$ cat src/rtl/dds_par_pkg.sv
package dds_par_pkg;

    // Transfer codes carried by the load strobe
    localparam int unsigned CODE_W   = 4;
    localparam logic [CODE_W-1:0] XC_CMD  = 4'h0;
    localparam logic [CODE_W-1:0] XC_FRQ0 = 4'h8;

    // Command register layout
    localparam int unsigned CMD_W       = 8;
    localparam int unsigned CMD_BUS16_B = 0;

    typedef enum logic [2:0] {
        LS_IDLE = 3'd0,
        LS_CMD  = 3'd1,
        LS_FRQ  = 3'd2,
        LS_SKIP = 3'd3,
        LS_HOLD = 3'd4
    } load_state_t;

endpackage

$ cat src/rtl/dds_wr_edge.sv
// Turns the host write strobe into a single-cycle accept pulse.
module dds_wr_edge (
    input  logic clk,
    input  logic rst_n,
    input  logic cs_n,
    input  logic wr_n,
    output logic wr_evt
);

    logic wr_q;

    always_ff @(posedge clk or negedge rst_n) begin
        if (!rst_n) wr_q <= 1'b1;
        else        wr_q <= wr_n;
    end

    always_comb wr_evt = !wr_q && wr_n && !cs_n;


    wr_single_pulse_chk: assert property (@(posedge clk) disable iff (!rst_n)
        wr_evt |=> !wr_evt);

endmodule

$ cat src/rtl/dds_asm_shift.sv
// Staging register: shifts left by the bus width on each accepted word.
module dds_asm_shift #(
    parameter int unsigned ASM_W    = 32,
    parameter int unsigned BUS_W    = 16,
    parameter int unsigned NARROW_W = 8
) (
    input  logic             clk,
    input  logic             rst_n,
    input  logic             wr_evt,
    input  logic             bus16,
    input  logic [BUS_W-1:0] din,
    output logic [ASM_W-1:0] asm_q
);

    localparam int unsigned LANES      = ASM_W / NARROW_W;
    localparam int unsigned WIDE_LANES = BUS_W / NARROW_W;

    logic [ASM_W-1:0] nxt_narrow;
    logic [ASM_W-1:0] nxt_wide;

    genvar k;
    generate
        for (k = 0; k < LANES; k++) begin : g_lane
            if (k == 0) begin : g_n_in
                assign nxt_narrow[NARROW_W-1:0] = din[NARROW_W-1:0];
            end else begin : g_n_sh
                assign nxt_narrow[k*NARROW_W +: NARROW_W] =
                    asm_q[(k-1)*NARROW_W +: NARROW_W];
            end
            if (k < WIDE_LANES) begin : g_w_in
                assign nxt_wide[k*NARROW_W +: NARROW_W] = din[k*NARROW_W +: NARROW_W];
            end else begin : g_w_sh
                assign nxt_wide[k*NARROW_W +: NARROW_W] =
                    asm_q[(k-WIDE_LANES)*NARROW_W +: NARROW_W];
            end
        end
    endgenerate

    always_ff @(posedge clk or negedge rst_n) begin
        if (!rst_n)      asm_q <= '0;
        else if (wr_evt) asm_q <= bus16 ? nxt_wide : nxt_narrow;
    end


    narrow_shift_chk: assert property (@(posedge clk) disable iff (!rst_n)
        (wr_evt && !bus16) |=>
            (asm_q[ASM_W-1:NARROW_W] == $past(asm_q[ASM_W-NARROW_W-1:0])) &&
            (asm_q[NARROW_W-1:0] == $past(din[NARROW_W-1:0])));


    wide_shift_chk: assert property (@(posedge clk) disable iff (!rst_n)
        (wr_evt && bus16) |=>
            (asm_q[ASM_W-1:BUS_W] == $past(asm_q[ASM_W-BUS_W-1:0])) &&
            (asm_q[BUS_W-1:0] == $past(din)));


    asm_idle_chk: assert property (@(posedge clk) disable iff (!rst_n)
        !wr_evt |=> $stable(asm_q));

endmodule

$ cat src/rtl/dds_xfer_ctl.sv
// Load strobe state machine and destination registers.
module dds_xfer_ctl
    import dds_par_pkg::*;
#(
    parameter int unsigned ASM_W = 32
) (
    input  logic              clk,
    input  logic              rst_n,
    input  logic              load,
    input  logic [CODE_W-1:0] code,
    input  logic [ASM_W-1:0]  asm_val,
    output logic [CMD_W-1:0]  cmd_q,
    output logic [ASM_W-1:0]  frq_q
);

    load_state_t state_q, state_d;
    logic load_q;
    logic load_rise;
    logic cmd_we, frq_we;

    always_ff @(posedge clk or negedge rst_n) begin
        if (!rst_n) load_q <= 1'b0;
        else        load_q <= load;
    end

    always_comb load_rise = load && !load_q;

    always_comb begin
        state_d = state_q;
        unique case (state_q)
            LS_IDLE: begin
                if (load_rise) begin
                    if (code == XC_CMD)       state_d = LS_CMD;
                    else if (code == XC_FRQ0) state_d = LS_FRQ;
                    else                      state_d = LS_SKIP;
                end
            end
            LS_CMD, LS_FRQ, LS_SKIP: state_d = load ? LS_HOLD : LS_IDLE;
            LS_HOLD:                 state_d = load ? LS_HOLD : LS_IDLE;
            default:                 state_d = LS_IDLE;
        endcase
    end

    always_ff @(posedge clk or negedge rst_n) begin
        if (!rst_n) state_q <= LS_IDLE;
        else        state_q <= state_d;
    end

    always_comb begin
        cmd_we = 1'b0;
        frq_we = 1'b0;
        unique case (state_q)
            LS_CMD:  cmd_we = 1'b1;
            LS_FRQ:  frq_we = 1'b1;
            default: ;
        endcase
    end

    always_ff @(posedge clk or negedge rst_n) begin
        if (!rst_n) begin
            cmd_q <= '0;
            frq_q <= '0;
        end else begin
            if (cmd_we) cmd_q <= asm_val[CMD_W-1:0];
            if (frq_we) frq_q <= asm_val;
        end
    end


    cmd_commit_chk: assert property (@(posedge clk) disable iff (!rst_n)
        cmd_we |=> (cmd_q == $past(asm_val[CMD_W-1:0])) && $stable(frq_q));


    frq_commit_chk: assert property (@(posedge clk) disable iff (!rst_n)
        frq_we |=> (frq_q == $past(asm_val)) && $stable(cmd_q));


    bad_code_chk: assert property (@(posedge clk) disable iff (!rst_n)
        (state_q == LS_IDLE && load_rise && code != XC_CMD && code != XC_FRQ0)
            |=> ##1 ($stable(cmd_q) && $stable(frq_q)));


    hold_quiet_chk: assert property (@(posedge clk) disable iff (!rst_n)
        (state_q == LS_HOLD) |=> ($stable(cmd_q) && $stable(frq_q)));


    one_dest_chk: assert property (@(posedge clk) disable iff (!rst_n)
        $onehot0({cmd_we, frq_we}));

endmodule

$ cat src/rtl/dds_par_load.sv
module dds_par_load
    import dds_par_pkg::*;
#(
    parameter int unsigned ASM_W    = 32,
    parameter int unsigned BUS_W    = 16,
    parameter int unsigned NARROW_W = 8
) (
    input  logic              clk,
    input  logic              rst_n,
    input  logic              host_cs_n,
    input  logic              host_wr_n,
    input  logic [BUS_W-1:0]  host_data,
    input  logic              xfer_load,
    input  logic [CODE_W-1:0] xfer_code,
    output logic [CMD_W-1:0]  cmd_word,
    output logic [ASM_W-1:0]  freq0_word
);

    logic             wr_evt;
    logic [ASM_W-1:0] asm_q;
    logic             bus16;

    always_comb bus16 = cmd_word[CMD_BUS16_B];

    dds_wr_edge u_wr (
        .clk    (clk),
        .rst_n  (rst_n),
        .cs_n   (host_cs_n),
        .wr_n   (host_wr_n),
        .wr_evt (wr_evt)
    );

    dds_asm_shift #(
        .ASM_W    (ASM_W),
        .BUS_W    (BUS_W),
        .NARROW_W (NARROW_W)
    ) u_asm (
        .clk    (clk),
        .rst_n  (rst_n),
        .wr_evt (wr_evt),
        .bus16  (bus16),
        .din    (host_data),
        .asm_q  (asm_q)
    );

    dds_xfer_ctl #(
        .ASM_W (ASM_W)
    ) u_xfer (
        .clk     (clk),
        .rst_n   (rst_n),
        .load    (xfer_load),
        .code    (xfer_code),
        .asm_val (asm_q),
        .cmd_q   (cmd_word),
        .frq_q   (freq0_word)
    );


    write_no_output_chk: assert property (@(posedge clk) disable iff (!rst_n)
        (!xfer_load && $past(!xfer_load)) |=> ($stable(cmd_word) && $stable(freq0_word)));

endmodule

$ cat config.mk
export PLATFORM = sky130hd
export DESIGN_NAME = dds_par_load
export DESIGN_NICKNAME = d
export VERILOG_FILES = /design/src/rtl/dds_par_pkg.sv /design/src/rtl/dds_wr_edge.sv /design/src/rtl/dds_asm_shift.sv /design/src/rtl/dds_xfer_ctl.sv /design/src/rtl/dds_par_load.sv
export SDC_FILE = /design/constraint.sdc
export NUM_CORES = 1
export LEC_CHECK = 0
export BUFFER_PORTS_ARGS = -buffer_cell sky130_fd_sc_hd__buf_2
export CORE_ASPECT_RATIO = 0.9
export CORE_MARGIN = 2
export CORE_UTILIZATION = 45
export DETAILED_ROUTE_END_ITERATION = 16
export GPL_TIMING_DRIVEN = 1
export HOLD_SLACK_MARGIN = 0.06
export PLACE_DENSITY = 0.68
export SYNTH_ARGS = -nofsm -noshare
export SYNTH_HDL_FRONTEND = slang
export SYNTH_HIERARCHICAL = 1
export SYNTH_SLANG_ARGS = --single-unit
$ cat constraint.sdc
create_clock -name clk -period 2.8 [get_ports clk]
set_input_delay 0.56 -clock clk [delete_from_list [all_inputs] [get_ports clk]]
set_output_delay 0.56 -clock clk [all_outputs]
set_load 0.02 [all_outputs]
After elaboration in Yosys (flattened, before gate mapping)
Index checks and enable logic that the tools add are counted.
{"block": "totals", "register_bits": 77, "inputBits": 25, "out_inout_bits": 40, "wordCells": 29}
{"block": "op_classes", "eq_ne": 6, "muxes": 8, "reduce_logical": 9}
{"cell": "$mux W32", "count": 1}
{"cell": "$mux W3", "count": 3}
{"cell": "$eq A3 B2 Y1 const B", "count": 2}
{"cell": "$pmux W3 S2", "count": 1}
{"cell": "$eq A4 B4 Y1 const B", "count": 1}
{"cell": "$logic_not A4 Y1", "count": 1}
{"cell": "$reduce_or A4 Y1", "count": 1}
{"cell": "$eq A3 B1 Y1 const B", "count": 1}
{"cell": "$eq A3 B3 Y1 const B", "count": 1}
{"cell": "$logic_and A1 B1 Y1", "count": 3}
{"cell": "$logic_not A1 Y1", "count": 3}
{"cell": "$logic_not A3 Y1", "count": 1}
{"cell": "$mux W1", "count": 3}
{"cell": "$ne A2 B1 Y1 const B", "count": 1}

Longest topological paths before layout
Gate-level depths: netlist (run 1).
{"block": "depth", "depth_word": 5, "depth_mapped": 5, "mapped_depth_nobuf": 3}

By module
Netlist (run 1), hierarchy kept.
{"module": "dds_xfer_ctl", "instances": 1, "cells_each": 97, "area_each_um2": 1674.1, "seq_area_each_um2": 1101.1}
{"module": "dds_asm_shift", "instances": 1, "cells_each": 121, "area_each_um2": 1427.6, "seq_area_each_um2": 800.8}
{"module": "dds_wr_edge", "instances": 1, "cells_each": 2, "area_each_um2": 38.8, "seq_area_each_um2": 26.3}

Worst setup path before layout (run 1)
OpenSTA, ideal clock, no wires.
{"block": "synth_timing", "path_type": "register -> register", "startpoint": "reg u_xfer.state_q[2]", "endpoint": "reg u_xfer.frq_q[1]", "setup_ps": 125, "arrival_ps": 1235, "t_required_ps": 2675, "slack_ps": 1440, "stages_incl_launch_ff": 4, "n_path_buf": 1, "synth_period_minus_slack_ps": 1360, "path_cell_list": "dfrtp_1 -> nor3b_4 -> buf_6 -> mux2_2"}
{"block": "synth_via", "elab_chain_len": 2}
{"item": "start: declaration", "line_no": "dds_xfer_ctl.sv:16", "text": "load_state_t state_q, state_d;"}
{"item": "start signal: assignment", "line_no": "dds_xfer_ctl.sv:46", "text": "else state_q <= state_d;"}
{"item": "$eq A3 B2 Y1", "line_no": "dds_xfer_ctl.sv:52", "text": "unique case (state_q)"}
{"item": "$mux W1", "line_no": "dds_xfer_ctl.sv:52"}
{"item": "end signal: assignment", "line_no": "dds_xfer_ctl.sv:65", "text": "if (frq_we) frq_q <= asm_val;"}
{"item": "end: declaration", "line_no": "dds_xfer_ctl.sv:13", "text": "output logic [ASM_W-1:0] frq_q"}
No other way between the ends.
A chain may end at the register's enable or synchronous reset.

Final worst setup path (run 1)
{"block": "layout_timing", "startpoint": "reg u_wr.wr_q", "endpoint": "reg u_asm.asm_q[27]"}
{"block": "layout_via", "elab_chain_len": 3}
{"item": "start: declaration", "line_no": "dds_wr_edge.sv:10", "text": "logic wr_q;"}
{"item": "start signal: assignment", "line_no": "dds_wr_edge.sv:14", "text": "else wr_q <= wr_n;"}
{"item": "$logic_not A1 Y1", "line_no": "dds_wr_edge.sv:17", "text": "always_comb wr_evt = !wr_q && wr_n && !cs_n;"}
{"item": "$logic_and A1 B1 Y1 (2 in series)", "line_no": "dds_wr_edge.sv:17"}
{"item": "via wr_evt", "line_no": "dds_par_load.sv:19", "text": "logic wr_evt;"}
{"item": "end signal: assignment", "line_no": "dds_asm_shift.sv:41", "text": "else if (wr_evt) asm_q <= bus16 ? nxt_wide : nxt_narrow;"}
{"item": "end: declaration", "line_no": "dds_asm_shift.sv:12", "text": "output logic [ASM_W-1:0] asm_q"}
The timed path passes the listed nets, and every way through them passes these cells.

==> impl_metrics.toml, run 1 <==
[drt]
viasPerCell = 4.98
ant_nets = 0
firstDrtPassIters = 4
drc_errors = 0
vias = 1906
totalWireLength_mm = 5.59
dr.first_iter.drc_count = 120
routedWlPerCell_um = 14.6

[clocking]
cts_buffer_depth = 2
cts_resized = 0
path_clk_slew_ps = 70
root_buffer = "clkbuf_8"
ctsHtreeMaxLevel = 3
cts_sinks = 77
insertion_delay_ps = 340
numCtsBuffers = 9
postCtsHoldBufs = 0
cts_tree = "yes"
post-cts-setup-buffers = 0

[critical_path]
end_kind = "flop"
start_kind = "flop"
crit_slowest_cell = "nor3b_4"
path_class = "reg -> reg"
critPathTopFamily = "simple AND/OR/NAND/NOR gates"
crit_chain = "nor3b_4, buf_4, nor2_1, a21oi_1"
worstPathArrival_ps = 1930
worstPathRequired_ps = 3070
slowest_delay_ps = 610
crit_fanout = 28
r2r-end = "u_asm/asm_q[27]"
r2r_start = "u_wr/wr_q"
critical_path_buf_inv_count = 1
r2r_cells = 4
r2r_setup_slack_ps = 1140

[sta]
hold_viol = 0
fin_tns_setup_ps = 0
fmax_ghz = 0.601
min_period_over_period_pct = 59.4
worst_pin_slew_ps = 944
fin_skew_ps = 7.35
maxSlewViolCount = 0
whs_ps = 331
rsz0062_at_grt = "false"
finalSetupViolations = 0
slew_headroom_pct = 37.1
fin_crit_ps = 1660

[hold_path]
hold_depth = 1
hold_class = "in -> reg"
holdPathEnd = "u_wr/wr_q"
min-delay-start = "host_wr_n"

[synth]
yosysMostFrequentCell = "dfrtp_1"
ys_seq_area_share_pct = 61.4
synth_top_cell_by_area = "dfrtp_1"
yosysTopAreaCellShare_pct = 60.6
synthTopCellsByArea = "dfrtp_1, mux2_2, mux2i_1"
synth_edf_count = 0
syn_area_um2 = 3140
synth_seq_cells = 77
ys_warn_count = 6
postSynthAreaPerCell_um2 = 14.3
syn_inst = 220
synthArstFlopShare_pct = 100
syn_nets = 245
synth_ff_type = "dfrtp_1"
synth_common_cells = "dfrtp_1, mux2_2, a21oi_1, mux2i_1, nor2_1"
ys_types = 20

[global_routing]
grt_max_degree = 78
antenna_found_initial = 0
grt_pass1_vias = 1909
track_usage_pct = 15.9
overflow = 0
grt_pass1_wl_mm = 9.56

[floorplanning]
die_area_um2 = 7660
coreArea_um2 = 6660
chipHeight_um = 83.3
fp-row-count = 28
io_pins = 65
die_w_um = 92.1
start_util_pct = 47.2

[pwr]
pwr_density_cell_nw_per_um2 = 1110
ir_drop_uv = 501
power.total_mw = 4.11
power.leakage_nw = 1.66

[finish]
final_cells = 383
drive_gt1_share_pct = 45.4
finalNetCount = 313
fill_cells = 588
antennaDiodeCount = 0
area_growth_pct = 18.0
utilization_pct = 55.7

[placed_design]
gp_congestion = 0.718
io_buffers = 64
dpl.hpwl_mm = 3.81
dp.cells = 367

[outcome]
status = "complete, no violations"

[run]
cap_violations = 0
per-layer routing:
metal / track usage [%] / wire [um] / vias to the layer above
li1: - / - / 918
met2: 22.7 / 2510 / 43
met4: 5.43 / 79 / 0
met5: 0 / 0 / -
met1: 22.1 / 2660 / 934
met3: 6.26 / 334 / 11
sequential cells by signal (all words and copies together), names as in the netlist:
register,cells
u_asm/asm_q,32
u_xfer/frq_q,32
u_xfer/cmd_q,8
u_xfer/state_q,3
u_wr/wr_q,1
u_xfer/load_q,1
worst reg2reg max path: stages (launching register included):
cell and delay [ps]:
dfstp_2 380, nor3b_4 610, buf_4 390, nor2_1 80
a21oi_1 130
power breakdown:
group / leakage (nW) / switching [mW] / internal (mW)
Combinational: 0.683 / 0.774 / 0.633
Clock: 0.107 / 0.379 / 0.498
Sequential: 0.866 / 0.273 / 1.55
Total: 1.66 / 1.43 / 2.68
cell usage in the layout, fill, tap and decap left out:
master,Yosys,layout
and3_1,1,1
mux2i_1,24,24
nor4_1,1,1
clkinv_2,0,3
dfrtp_1,76,76
bufinv_16,0,2
nor2_1,24,24
buf_4,2,6
clkbuf_1,0,2
clkbuf_8,0,9
o21ai_0,1,1
a21oi_1,24,24
or4b_1,1,1
a211oi_1,1,1
mux2_1,2,2
or3_1,1,1
nor3_1,2,2
mux2_2,46,46
nor3b_4,2,3
dfstp_2,1,1
buf_2,4,63
cell families after synthesis:
group,count (synthesis),share of synthesized area (%)
simple gates,33,5.70
mux,72,24.9
buf+inv,12,3.82
flops,77,61.4
compound gates,26,4.22
area by class of cell:
type / instances / area (um^2) / area share, %
sequential: 77 / 1930 / 52.0
multi-input combinational: 131 / 1100 / 29.6
timing repair buffer: 69 / 360 / 9.72
clock buffer: 11 / 131 / 3.54
tap: 90 / 113 / 3.04
clock inverter: 5 / 75.1 / 2.03
through the flow:
step                      area, um^2  worst slack [ps]
after floorplan                 3140              1440
after global placement          3500               863
after detailed placement        3500               818
after CTS                       3710              1110
after global routing            3710               955
final                           3710              1140
worst max-delay path by stage:
stage                       from         endpoint  slack (ps)  depth (start not counted)
2_1_floorplan  u_xfer/state_q[2]  u_xfer/frq_q[1]        1440                          3
3_3_place_gp           host_cs_n  u_asm/asm_q[24]         860                          5
3_5_place_dp           host_cs_n  u_asm/asm_q[27]         820                          5
4_1_cts                u_wr/wr_q  u_asm/asm_q[27]        1110                          4
5_1_grt                u_wr/wr_q  u_asm/asm_q[24]         960                          4
6_report               u_wr/wr_q  u_asm/asm_q[27]        1140                          4
(Power assumes the default switching activity.)
==> run 2, diff against run 1 <==
- PLACE_DENSITY: 0.68 -> 0.7
- clock period: 2.8 -> 1.4 ns (I/O delays scaled with it)
==> run 2 against run 1 <==
The run now ends with negative setup slack left. Die area did not move. Design area increased by 13%. Power up 120%. Wire length grew 20%. Non-clock buffer count rose by 21. Critical path depth unchanged. Sequential power increased by 100%. Flip-flop and latch count stayed put. Worst setup slack worse by 1200 ps. Combinational power rose by 140%. Worst hold slack worse by 200 ps. Largest power group unchanged.
==> impl_metrics.toml, run 2 (synthesized netlist as in run 1, its figures left out) <==
[outcome]
violations = "negative setup slack"
status = "complete, but fails checks"

[sta]
maxSlewViolCount = 0
fin_skew_ps = 6.69
min_period_over_period_pct = 102
fmax_ghz = 0.703
rsz0062_at_grt = "true"
fin_crit_ps = 1420
worst_pin_slew_ps = 322
finalSetupViolations = 16
hold_viol = 0
slew_headroom_pct = 78.5
fin_ws_ps = -23.2

[global_routing]
overflow = 0
track_usage_pct = 18.2
grt_max_degree = 26
antenna_found_initial = 0
grt_pass1_vias = 2125
grt_pass1_wl_mm = 10.9
grt.met3_usage_pct = 4.17
use_met2_pct = 27.1
met1_usage_pct = 25.1
grt-busiest-layer = "met2"

[clocking]
path_clk_slew_ps = 70
ctsHtreeMaxLevel = 3
cts_sinks = 77
insertion_delay_ps = 340
numCtsBuffers = 9
cts_buffer_depth = 2
root_buffer = "clkbuf_8"
cts_tree = "yes"

[critical_path]
slowest_delay_ps = 440
cp.depth = 4
worstPathRequired_ps = 1620
start_kind = "flop"
crit_chain = "nor3b_4, buf_6, clkbuf_16, mux2_4"
critPathTopFamily = "flip-flops"
r2r_cells = 4
path_class = "reg -> reg"
critical_path_buf_inv_count = 2
crit_fanout = 7
crit_slowest_cell = "dfrtp_2"
end_kind = "flop"
r2r_setup_slack_ps = -20
worstPathArrival_ps = 1650

[hold_path]
hold_depth = 2
hold_class = "in -> reg"

[finish]
area_growth_pct = 33.1
drive_gt1_share_pct = 50.6
fill_cells = 521
postLayoutCellArea_um2 = 4180
antennaDiodeCount = 0
top_regs = "u_asm/asm_q (32), u_xfer/frq_q (32), u_xfer/cmd_q (8)"
finalNetCount = 334
most-common-layout-cells = "dfrtp_1, buf_2, mux2_4"
utilization_pct = 62.8
final_common_cell = "dfrtp_1"

[drt]
dr.first_iter.drc_count = 121
firstDrtPassIters = 4
drc_errors = 0
totalWireLength_mm = 6.68
vias = 2041
routedWlPerCell_um = 16.5
viasPerCell = 5.05
ant_nets = 0

[placed_design]
place_area_um2 = 3630
dpl.hpwl_mm = 4.25
io_buffers = 64
gp_congestion = 0.740

[floorplanning]
die_area_um2 = 7660
fp-row-count = 28
start_util_pct = 47.2
chipHeight_um = 83.3
coreArea_um2 = 6660
die_w_um = 92.1
io_pins = 65

[run]
cap_violations = 0

[pwr]
pwr_density_cell_nw_per_um2 = 2150
power.leakage_nw = 1.95
ir_drop_uv = 1240
==> run 2: cell count changes in the layout (fill, tap and decap cells not counted), moves of 2 or more <==
cell / change
buf_12: +5
buf_16: +2
buf_4: +6
buf_6: +4
clkbuf_8: +2
dfrtp_1: -2
dfrtp_2: +2
dlygate4sd3_1: +3
mux2_1: -2
mux2_2: -35
mux2_4: +37
==> run 2: where the power goes <==
part | internal (mW) | switching (mW) | total [mW] | leakage (nW)
clock | 1.10 | 0.775 | 1.87 | 0.116
sequential | 3.10 | 0.607 | 3.71 | 0.863
combinational | 1.71 | 1.68 | 3.39 | 0.967
total | 5.91 | 3.06 | 8.97 | 1.95
==> run 2: what timing repair did <==
item | 4_1_cts | 5_1_grt
setup buffers | 4 | 2
hold buffers | 3 | 0
gates resized for setup | 14 | 34
setup endpoints to repair | 28 | 41
cloned | 2 | 1
pin swaps | 1 | 3
endpoints found under the hold margin | 21 | 0
==> run 2: cell type report <==
class	instances	area (um^2)	share of cell area, %
sequential	77	1930	46.2
clock inverter	4	70.1	1.68
tap	90	113	2.69
multi-input combinational	131	1250	29.9
timing repair buffer	90	661	15.8
clock buffer	12	155	3.71
==> run 2: path summary, 6_finish.rpt <==
path | to | from
max | u_xfer/frq_q[13] | u_xfer/state_q[0]
max reg2reg | u_xfer/frq_q[13] | u_xfer/state_q[0]
min | u_xfer/state_q[0] | xfer_code[3]
max in group asynchronous | u_asm/asm_q[8] | rst_n
min in group asynchronous | u_xfer/frq_q[21] | rst_n
min reg2reg | u_xfer/state_q[0] | u_xfer/load_q
==> run 2: per-stage QoR <==
stage | std cells | TNS (ps) | setup WS, ps | hold slack [ps] | power [mW]
3_3_place_gp | 376 | -2.88 | -2.88 | 199 | 6.54
5_1_grt | 404 | -1580 | -66.4 | 119 | 9.49
4_1_cts | 401 | -421 | -22.8 | 121 | 8.70
6_report | 404 | -168 | -23.2 | 130 | 8.97
2_1_floorplan | 220 | 0 | 40.0 | -15.6 | 5.72
3_5_place_dp | 376 | -639 | -37.7 | 202 | 6.67
==> run 2: per-layer routing <==
| layer | wire length, um | up-vias |
|---|---|---|
| met4 | 145 | 0 |
| li1 | - | 961 |
| met2 | 3070 | 56 |
| met5 | 0 | - |
| met1 | 3060 | 1014 |
| met3 | 402 | 10 |
==> run 2: worst register-to-register path: cells and delay by family, from the launching register on <==
family                 cells  cell delay, ps
buffers and inverters      2             330
muxes                      1             300
DFF                        1             440
and+or+nand+nor            1             240
